$ cat src/rtl/pcibr_pkg.sv
package pcibr_pkg;
  localparam int NWIN  = 3;
  localparam int NREG  = 8;
  localparam int WIN_W = 2;

  typedef enum logic [2:0] {
    RG_MAP0 = 3'd0,
    RG_MAP1 = 3'd1,
    RG_MAP2 = 3'd2,
    RG_IDENT = 3'd3,
    RG_FLAGS = 3'd4,
    RG_SEC0 = 3'd5,
    RG_SEC1 = 3'd6,
    RG_SEC2 = 3'd7
  } reg_sel_e;

  typedef struct packed {
    logic     hit;
    reg_sel_e sel;
  } dec_t;

  // Word offsets 0x00..0x1C decode to the eight registers; anything else misses.
  function automatic dec_t decode_off(input logic [31:0] off, input logic word);
    dec_t d;
    d.hit = word && (off[1:0] == 2'b00) && (off[31:5] == '0);
    d.sel = reg_sel_e'(off[4:2]);
    return d;
  endfunction
endpackage

$ cat src/rtl/pcibr_cfg_regs.sv
module pcibr_cfg_regs
  import pcibr_pkg::*;
#(
  parameter int DW    = 32,
  parameter int OFF_W = 12
) (
  input  logic              clk,
  input  logic              rst,
  input  logic              wr_valid,
  output logic              wr_ready,
  input  logic [OFF_W-1:0]  wr_addr,
  input  logic [DW-1:0]     wr_data,
  input  logic              wr_word,
  input  logic              rd_valid,
  output logic              rd_ready,
  input  logic [OFF_W-1:0]  rd_addr,
  input  logic              rd_word,
  output logic [DW-1:0]     rd_data,
  output logic              rd_dvalid,
  output logic              cfg_err,
  output logic [NWIN*DW-1:0] map_flat
);
  logic [DW-1:0] regs [NREG];
  logic          rdy_q;
  logic          wr_acc, rd_acc;
  dec_t          wdec, rdec;

  assign wr_ready = rdy_q;
  assign rd_ready = rdy_q;
  assign wr_acc   = wr_valid && rdy_q;
  assign rd_acc   = rd_valid && rdy_q;

  always_comb begin
    wdec = decode_off(32'(wr_addr), wr_word);
    rdec = decode_off(32'(rd_addr), rd_word);
  end

  always_ff @(posedge clk) begin
    if (rst) begin
      rdy_q     <= 1'b0;
      rd_data   <= '0;
      rd_dvalid <= 1'b0;
      cfg_err   <= 1'b0;
      for (int i = 0; i < NREG; i++) regs[i] <= '0;
    end else begin
      rdy_q     <= 1'b1;
      rd_dvalid <= rd_acc;
      cfg_err   <= (wr_acc && !wdec.hit) || (rd_acc && !rdec.hit);
      if (rd_acc) rd_data <= rdec.hit ? regs[rdec.sel] : '0;
      if (wr_acc && wdec.hit) regs[wdec.sel] <= wr_data;
    end
  end

  for (genvar g = 0; g < NWIN; g++) begin : g_map_out
    assign map_flat[g*DW +: DW] = regs[g];
  end
endmodule

$ cat src/rtl/pcibr_win_map.sv
module pcibr_win_map #(
  parameter int            DW      = 32,
  parameter logic [DW-1:0] SZ_NIB  = 32'h1000_0000,
  parameter logic [DW-1:0] SZ_MASK = 32'h0100_0000
) (
  input  logic          strap_mask,
  input  logic [DW-1:0] map_reg,
  input  logic [DW-1:0] off,
  output logic [DW-1:0] base,
  output logic          fits
);
  localparam logic [DW-1:0] MASK_KEEP = ~(SZ_MASK - 1'b1);
  localparam int            NIB_LSB   = DW - 4;

  logic [DW-1:0] size;

  always_comb begin
    size = strap_mask ? SZ_MASK : SZ_NIB;
    if (strap_mask) base = map_reg & MASK_KEEP;
    else            base = {map_reg[3:0], {NIB_LSB{1'b0}}};
    fits = off < size;
  end
endmodule

$ cat src/rtl/pcibr_win_xlate.sv
module pcibr_win_xlate
  import pcibr_pkg::*;
#(
  parameter int            DW       = 32,
  parameter int            OFF_W    = 12,
  parameter logic [DW-1:0] SZ_NIB0  = 32'h0C00_0000,
  parameter logic [DW-1:0] SZ_NIB1  = 32'h1000_0000,
  parameter logic [DW-1:0] SZ_NIB2  = 32'h1000_0000,
  parameter logic [DW-1:0] SZ_MSK0  = 32'h0100_0000,
  parameter logic [DW-1:0] SZ_MSK1  = 32'h0400_0000,
  parameter logic [DW-1:0] SZ_MSK2  = 32'h0800_0000
) (
  input  logic              clk,
  input  logic              rst,
  input  logic              strap_mask,
  input  logic              wr_valid,
  output logic              wr_ready,
  input  logic [OFF_W-1:0]  wr_addr,
  input  logic [DW-1:0]     wr_data,
  input  logic              wr_word,
  input  logic              rd_valid,
  output logic              rd_ready,
  input  logic [OFF_W-1:0]  rd_addr,
  input  logic              rd_word,
  output logic [DW-1:0]     rd_data,
  output logic              rd_dvalid,
  output logic              cfg_err,
  input  logic              xl_valid,
  input  logic [WIN_W-1:0]  xl_win,
  input  logic [DW-1:0]     xl_off,
  output logic              xo_valid,
  output logic [DW-1:0]     xo_addr,
  output logic              xo_oor
);
  localparam logic [NWIN*DW-1:0] NIB_SIZES = {SZ_NIB2, SZ_NIB1, SZ_NIB0};
  localparam logic [NWIN*DW-1:0] MSK_SIZES = {SZ_MSK2, SZ_MSK1, SZ_MSK0};

  logic [NWIN*DW-1:0] map_flat;
  logic [DW-1:0]      w_base [NWIN];
  logic [NWIN-1:0]    w_fit;
  logic [DW-1:0]      sel_base;
  logic               sel_fit;
  logic               good;

  pcibr_cfg_regs #(.DW(DW), .OFF_W(OFF_W)) u_regs (
    .clk(clk), .rst(rst),
    .wr_valid(wr_valid), .wr_ready(wr_ready), .wr_addr(wr_addr),
    .wr_data(wr_data), .wr_word(wr_word),
    .rd_valid(rd_valid), .rd_ready(rd_ready), .rd_addr(rd_addr),
    .rd_word(rd_word), .rd_data(rd_data), .rd_dvalid(rd_dvalid),
    .cfg_err(cfg_err), .map_flat(map_flat)
  );

  for (genvar g = 0; g < NWIN; g++) begin : g_win
    pcibr_win_map #(
      .DW(DW),
      .SZ_NIB(NIB_SIZES[g*DW +: DW]),
      .SZ_MASK(MSK_SIZES[g*DW +: DW])
    ) u_map (
      .strap_mask(strap_mask),
      .map_reg(map_flat[g*DW +: DW]),
      .off(xl_off),
      .base(w_base[g]),
      .fits(w_fit[g])
    );
  end

  always_comb begin
    sel_base = '0;
    sel_fit  = 1'b0;
    for (int i = 0; i < NWIN; i++) begin
      if (32'(xl_win) == i) begin
        sel_base = w_base[i];
        sel_fit  = w_fit[i];
      end
    end
    good = xl_valid && sel_fit;
  end

  always_ff @(posedge clk) begin
    if (rst) begin
      xo_valid <= 1'b0;
      xo_oor   <= 1'b0;
      xo_addr  <= '0;
    end else begin
      xo_valid <= good;
      xo_oor   <= xl_valid && !sel_fit;
      xo_addr  <= good ? (sel_base + xl_off) : '0;
    end
  end
endmodule

$ cat config.mk
export PLATFORM = sky130hd
export DESIGN_NAME = pcibr_win_xlate
export DESIGN_NICKNAME = d
export VERILOG_FILES = /design/src/rtl/pcibr_pkg.sv /design/src/rtl/pcibr_cfg_regs.sv /design/src/rtl/pcibr_win_map.sv /design/src/rtl/pcibr_win_xlate.sv
export SDC_FILE = /design/constraint.sdc
export NUM_CORES = 1
export LEC_CHECK = 0
export ABC_AREA = 1
export BUFFER_PORTS_ARGS = -buffer_cell sky130_fd_sc_hd__buf_2
export CAP_MARGIN = 30
export CORE_UTILIZATION = 40
export DETAILED_ROUTE_END_ITERATION = 8
export PLACE_DENSITY_LB_ADDON = 0.12
export SETUP_SLACK_MARGIN = 0.15
export SYNTH_ARGS = -nofsm -noshare
export SYNTH_HDL_FRONTEND = slang
export SYNTH_SLANG_ARGS = --single-unit
$ cat constraint.sdc
create_clock -name clk -period 2.2 [get_ports clk]
set_input_delay 0.11 -clock clk [delete_from_list [all_inputs] [get_ports clk]]
set_output_delay 0.11 -clock clk [all_outputs]
set_load 0.01 [all_outputs]
==> impl_metrics.yaml <==
outcome:
  outcome: "completed"
synthesis:
  netlist_area_um2: 14040
  synth_top_family_by_area: "simple AND/OR/NAND/NOR gates"
  synthDistinctLibCells: 30
  ys_ff_latch: 325
  synth_most_common_cell: "nor2_1"
  ys_seq_area_frac: 0.6459
  synth_area_leader_cell: "edfxtp_1"
  syn_area_per_cell_um2: 9.833
  synth_ff_type: "edfxtp_1"
  synth_top_cell_area_share: 0.5475
  synth_cells: 1428
  yosys.area_share.simple: 0.1808
  synth-compound-area-share: 0.1056
  muxShareOfSynthArea: 0
  synth_warnings: 0
  synthAdderAreaFrac: 0.01212
  async_flop_share: 0
  synth-edff-count: 256
  synth.area.top_cells: "edfxtp_1 (55%), nor2_1 (14%), dfxtp_1 (9.8%)"
  synth_xor_area_frac: 0.001248
  synth_commonest_cells: "nor2_1 (505), edfxtp_1 (256), o21ai_0 (141)"
  synth_nets: 1539
global_routing:
  antenna_found_initial: 0
  grt_pass1_vias: 10670
  gr-usage-all-layers: 0.2146
  grt_pass1_wl_um: 59620
  grt_overflow: 0
  grt_max_degree: 127
floorplan:
  die_h_um: 189.4
  dieWidth_um: 189.4
  core_area_um2: 34540
  rows: 68
  ios: 168
  fp.dieArea_um2: 35860
  start_util: 0.4065
cts:
  cts.sinks: 325
  cts_max_path_buffers: 3
  clk_root_buffer_cell: "clkbuf_16"
  htreeDepth: 2
  tritoncts: "built"
  clk_pin_slew_ns: 0.06
  clkLatencyLatePin_ns: 0.52
  cts_buffers: 37
worst_setup_path:
  path_max_fanout: 33
  r2r_start: "u_regs.rd_ready$_DFF_P_"
  critPathBufInv: 2
  startpoint_type: "flop"
  endpoint_kind: "flop"
  critPathMostFrequentCell: "o21ai_0"
  cp_slowest_cell: "dlygate4sd3_1"
  critPathRequiredTime_ns: 2.60
  crit_arrival_ns: 2.27
  critical_path.cell_chain: "nand2_1 > buf_4 > nor2_1 > o21ai_0 > o21ai_0 > dlygate4sd3_1"
  critPathKind: "reg2reg"
  critical-path-top-delay-family: "buffers and inverters"
  worstSetupStartpoint: "u_regs.rd_ready$_DFF_P_"
  slowest_delay_ns: 0.56
cells_and_area:
  antenna_cells: 0
  nNetsFinal: 1731
  synthToLayoutAreaGrowth_pct: 20.86
  instances_no_fill: 2104
  fin_util: 0.4913
  drive_gt1_frac: 0.1716
sta:
  setup_slack_ns: 0.3245
  tightest_slew_ns: 0.6240
  timing.hold.ws_ns: 0.01265
  drv_slew: 0
  rsz0062_at_grt: "no"
  hold_viol_final: 0
  relSlewSlack: 0.5840
  setup_viol: 0
  fin_crit_ns: 1.875
  tns_ns: 0
  skew_ns: 0.01576
  max_freq_ghz: 0.5332
  min_period_over_period: 0.8525
power_and_ir_drop:
  power.share.switching: 0.2266
  pwr-share-comb: 0.073
  power_leakage_uw: 0.007146
  clkPwrFrac: 0.429
  ir_drop_mv: 0.4636
  p_int_uw: 10500
  seqPwrFrac: 0.498
  power_density_nw_per_um2: 800.0
  netSwitchingPower_uw: 3076
detailed_routing:
  drtIter0Drc: 709
  drc: 0
  wire_per_inst_um: 18.06
  ant_nets: 0
  wl_um: 37990
  firstDrtPassIters: 4
  vias_per_cell: 5.066
  dr_total_vias: 10659
worst_hold_path:
  hold_path_class: "in2reg"
  hold_start: "wr_data[4]"
placement:
  place_hpwl_um: 22240
  pre_cts_slack_ns: 0.09254
  dp_cells: 2004
  gp_congestion: 0.8376
  io_buffers: 167
flow_run:
  max_cap_viol_count: 0
[sequential cells by signal, summed over array words and instances (netlist names)]
name,count
xo_valid,1
xo_addr,32
u_regs.rd_dvalid,1
u_regs.rd_ready,1
xo_oor,1
u_regs.cfg_err,1
u_regs.regs,256
u_regs.rd_data,32
[path summary, 6_finish.rpt]
| check | end | slack [ns] | depth (start not counted) |
|---|---|---|---|
| setup / recovery | u_regs.cfg_err$_SDFF_PP0_ | 0.32 | 6 |
| hold / removal | u_regs.regs[6][4]$_SDFFCE_PN0P_ | 0.01 | 3 |
| setup reg to reg | u_regs.cfg_err$_SDFF_PP0_ | 0.32 | 6 |
| hold reg to reg | u_regs.rd_data[29]$_SDFFE_PP0P_ | 0.46 | 2 |
[logic make-up after synthesis]
group	Yosys count
AND/OR/NAND/NOR	649
flip-flops	325
AO/OA/AOI/OAI	260
buffers and inverters	179
adder cells (fa/ha/maj)	13
XOR/XNOR	2
[repair_timing]
item	CTS	global route
endpoints found under the hold margin	31	0
buffers inserted	0	1
hold buffers	31	0
resized for setup	0	4
setup endpoints to repair	0	1
[area by class of cell]
cell class | instances | area [um^2]
timing repair buffer | 243 | 1614
tap | 455 | 569.3
inverter | 89 | 335.3
clock buffer | 51 | 1081
sequential | 325 | 9069
fill | 3312 | 17570
clock inverter | 17 | 82.58
multi-input combinational | 924 | 4219
[layout by cell type (no fill, tap or decap), drive strengths merged]
cell type,netlist,routed
xor2,2,2
dfxtp,69,69
a221oi,1,1
ha,12,12
nor2,509,509
nand4,3,3
a21oi,47,47
o21ai,143,143
a31oi,1,1
o211ai,63,63
clkinv,0,17
nor3b,1,1
or2,1,1
nand3,48,48
clkbuf,31,51
fa,1,1
nand2,82,82
inv,89,89
a21o,2,2
dlygate4sd3,0,31
o22ai,2,2
nand3b,3,3
buf,59,212
nor3,2,2
edfxtp,256,256
o221ai,1,1
[power by group through the flow]
stage,clock network [uW],registers (uW),logic [uW]
3_5_place_dp,0,6890,949
4_1_cts,5960,6760,993
2_1_floorplan,0,6890,555
3_3_place_gp,0,6890,941
5_1_grt,6190,6770,1110
6_report,5830,6760,988
[stage by stage]
step	instance area (um^2)	total power, uW
after CTS	16960	13710
after global routing	16970	14070
after floorplan	14040	7445
final	16970	13580
after global placement	15480	7830
after detailed placement	15480	7841
[routing by layer]
metal / wire length, um / share of wire / up-vias / global-route usage
li1: - / - / 5195 / -
met1: 17310 / 0.46 / 5189 / 0.2870
met2: 18410 / 0.48 / 233 / 0.3662
met3: 1735 / 0.046 / 42 / 0.03392
met4: 535 / 0.014 / 0 / 0.04777
met5: 0 / 0 / - / 0
[worst register-to-register path, cell delays in order, from the launching register on]
cell           delay (ns)
dfxtp_1              0.33
nand2_1              0.14
buf_4                0.44
nor2_1               0.11
o21ai_0              0.10
o21ai_0              0.09
dlygate4sd3_1        0.56
No activity file was read; power rests on OpenSTA's default activity.
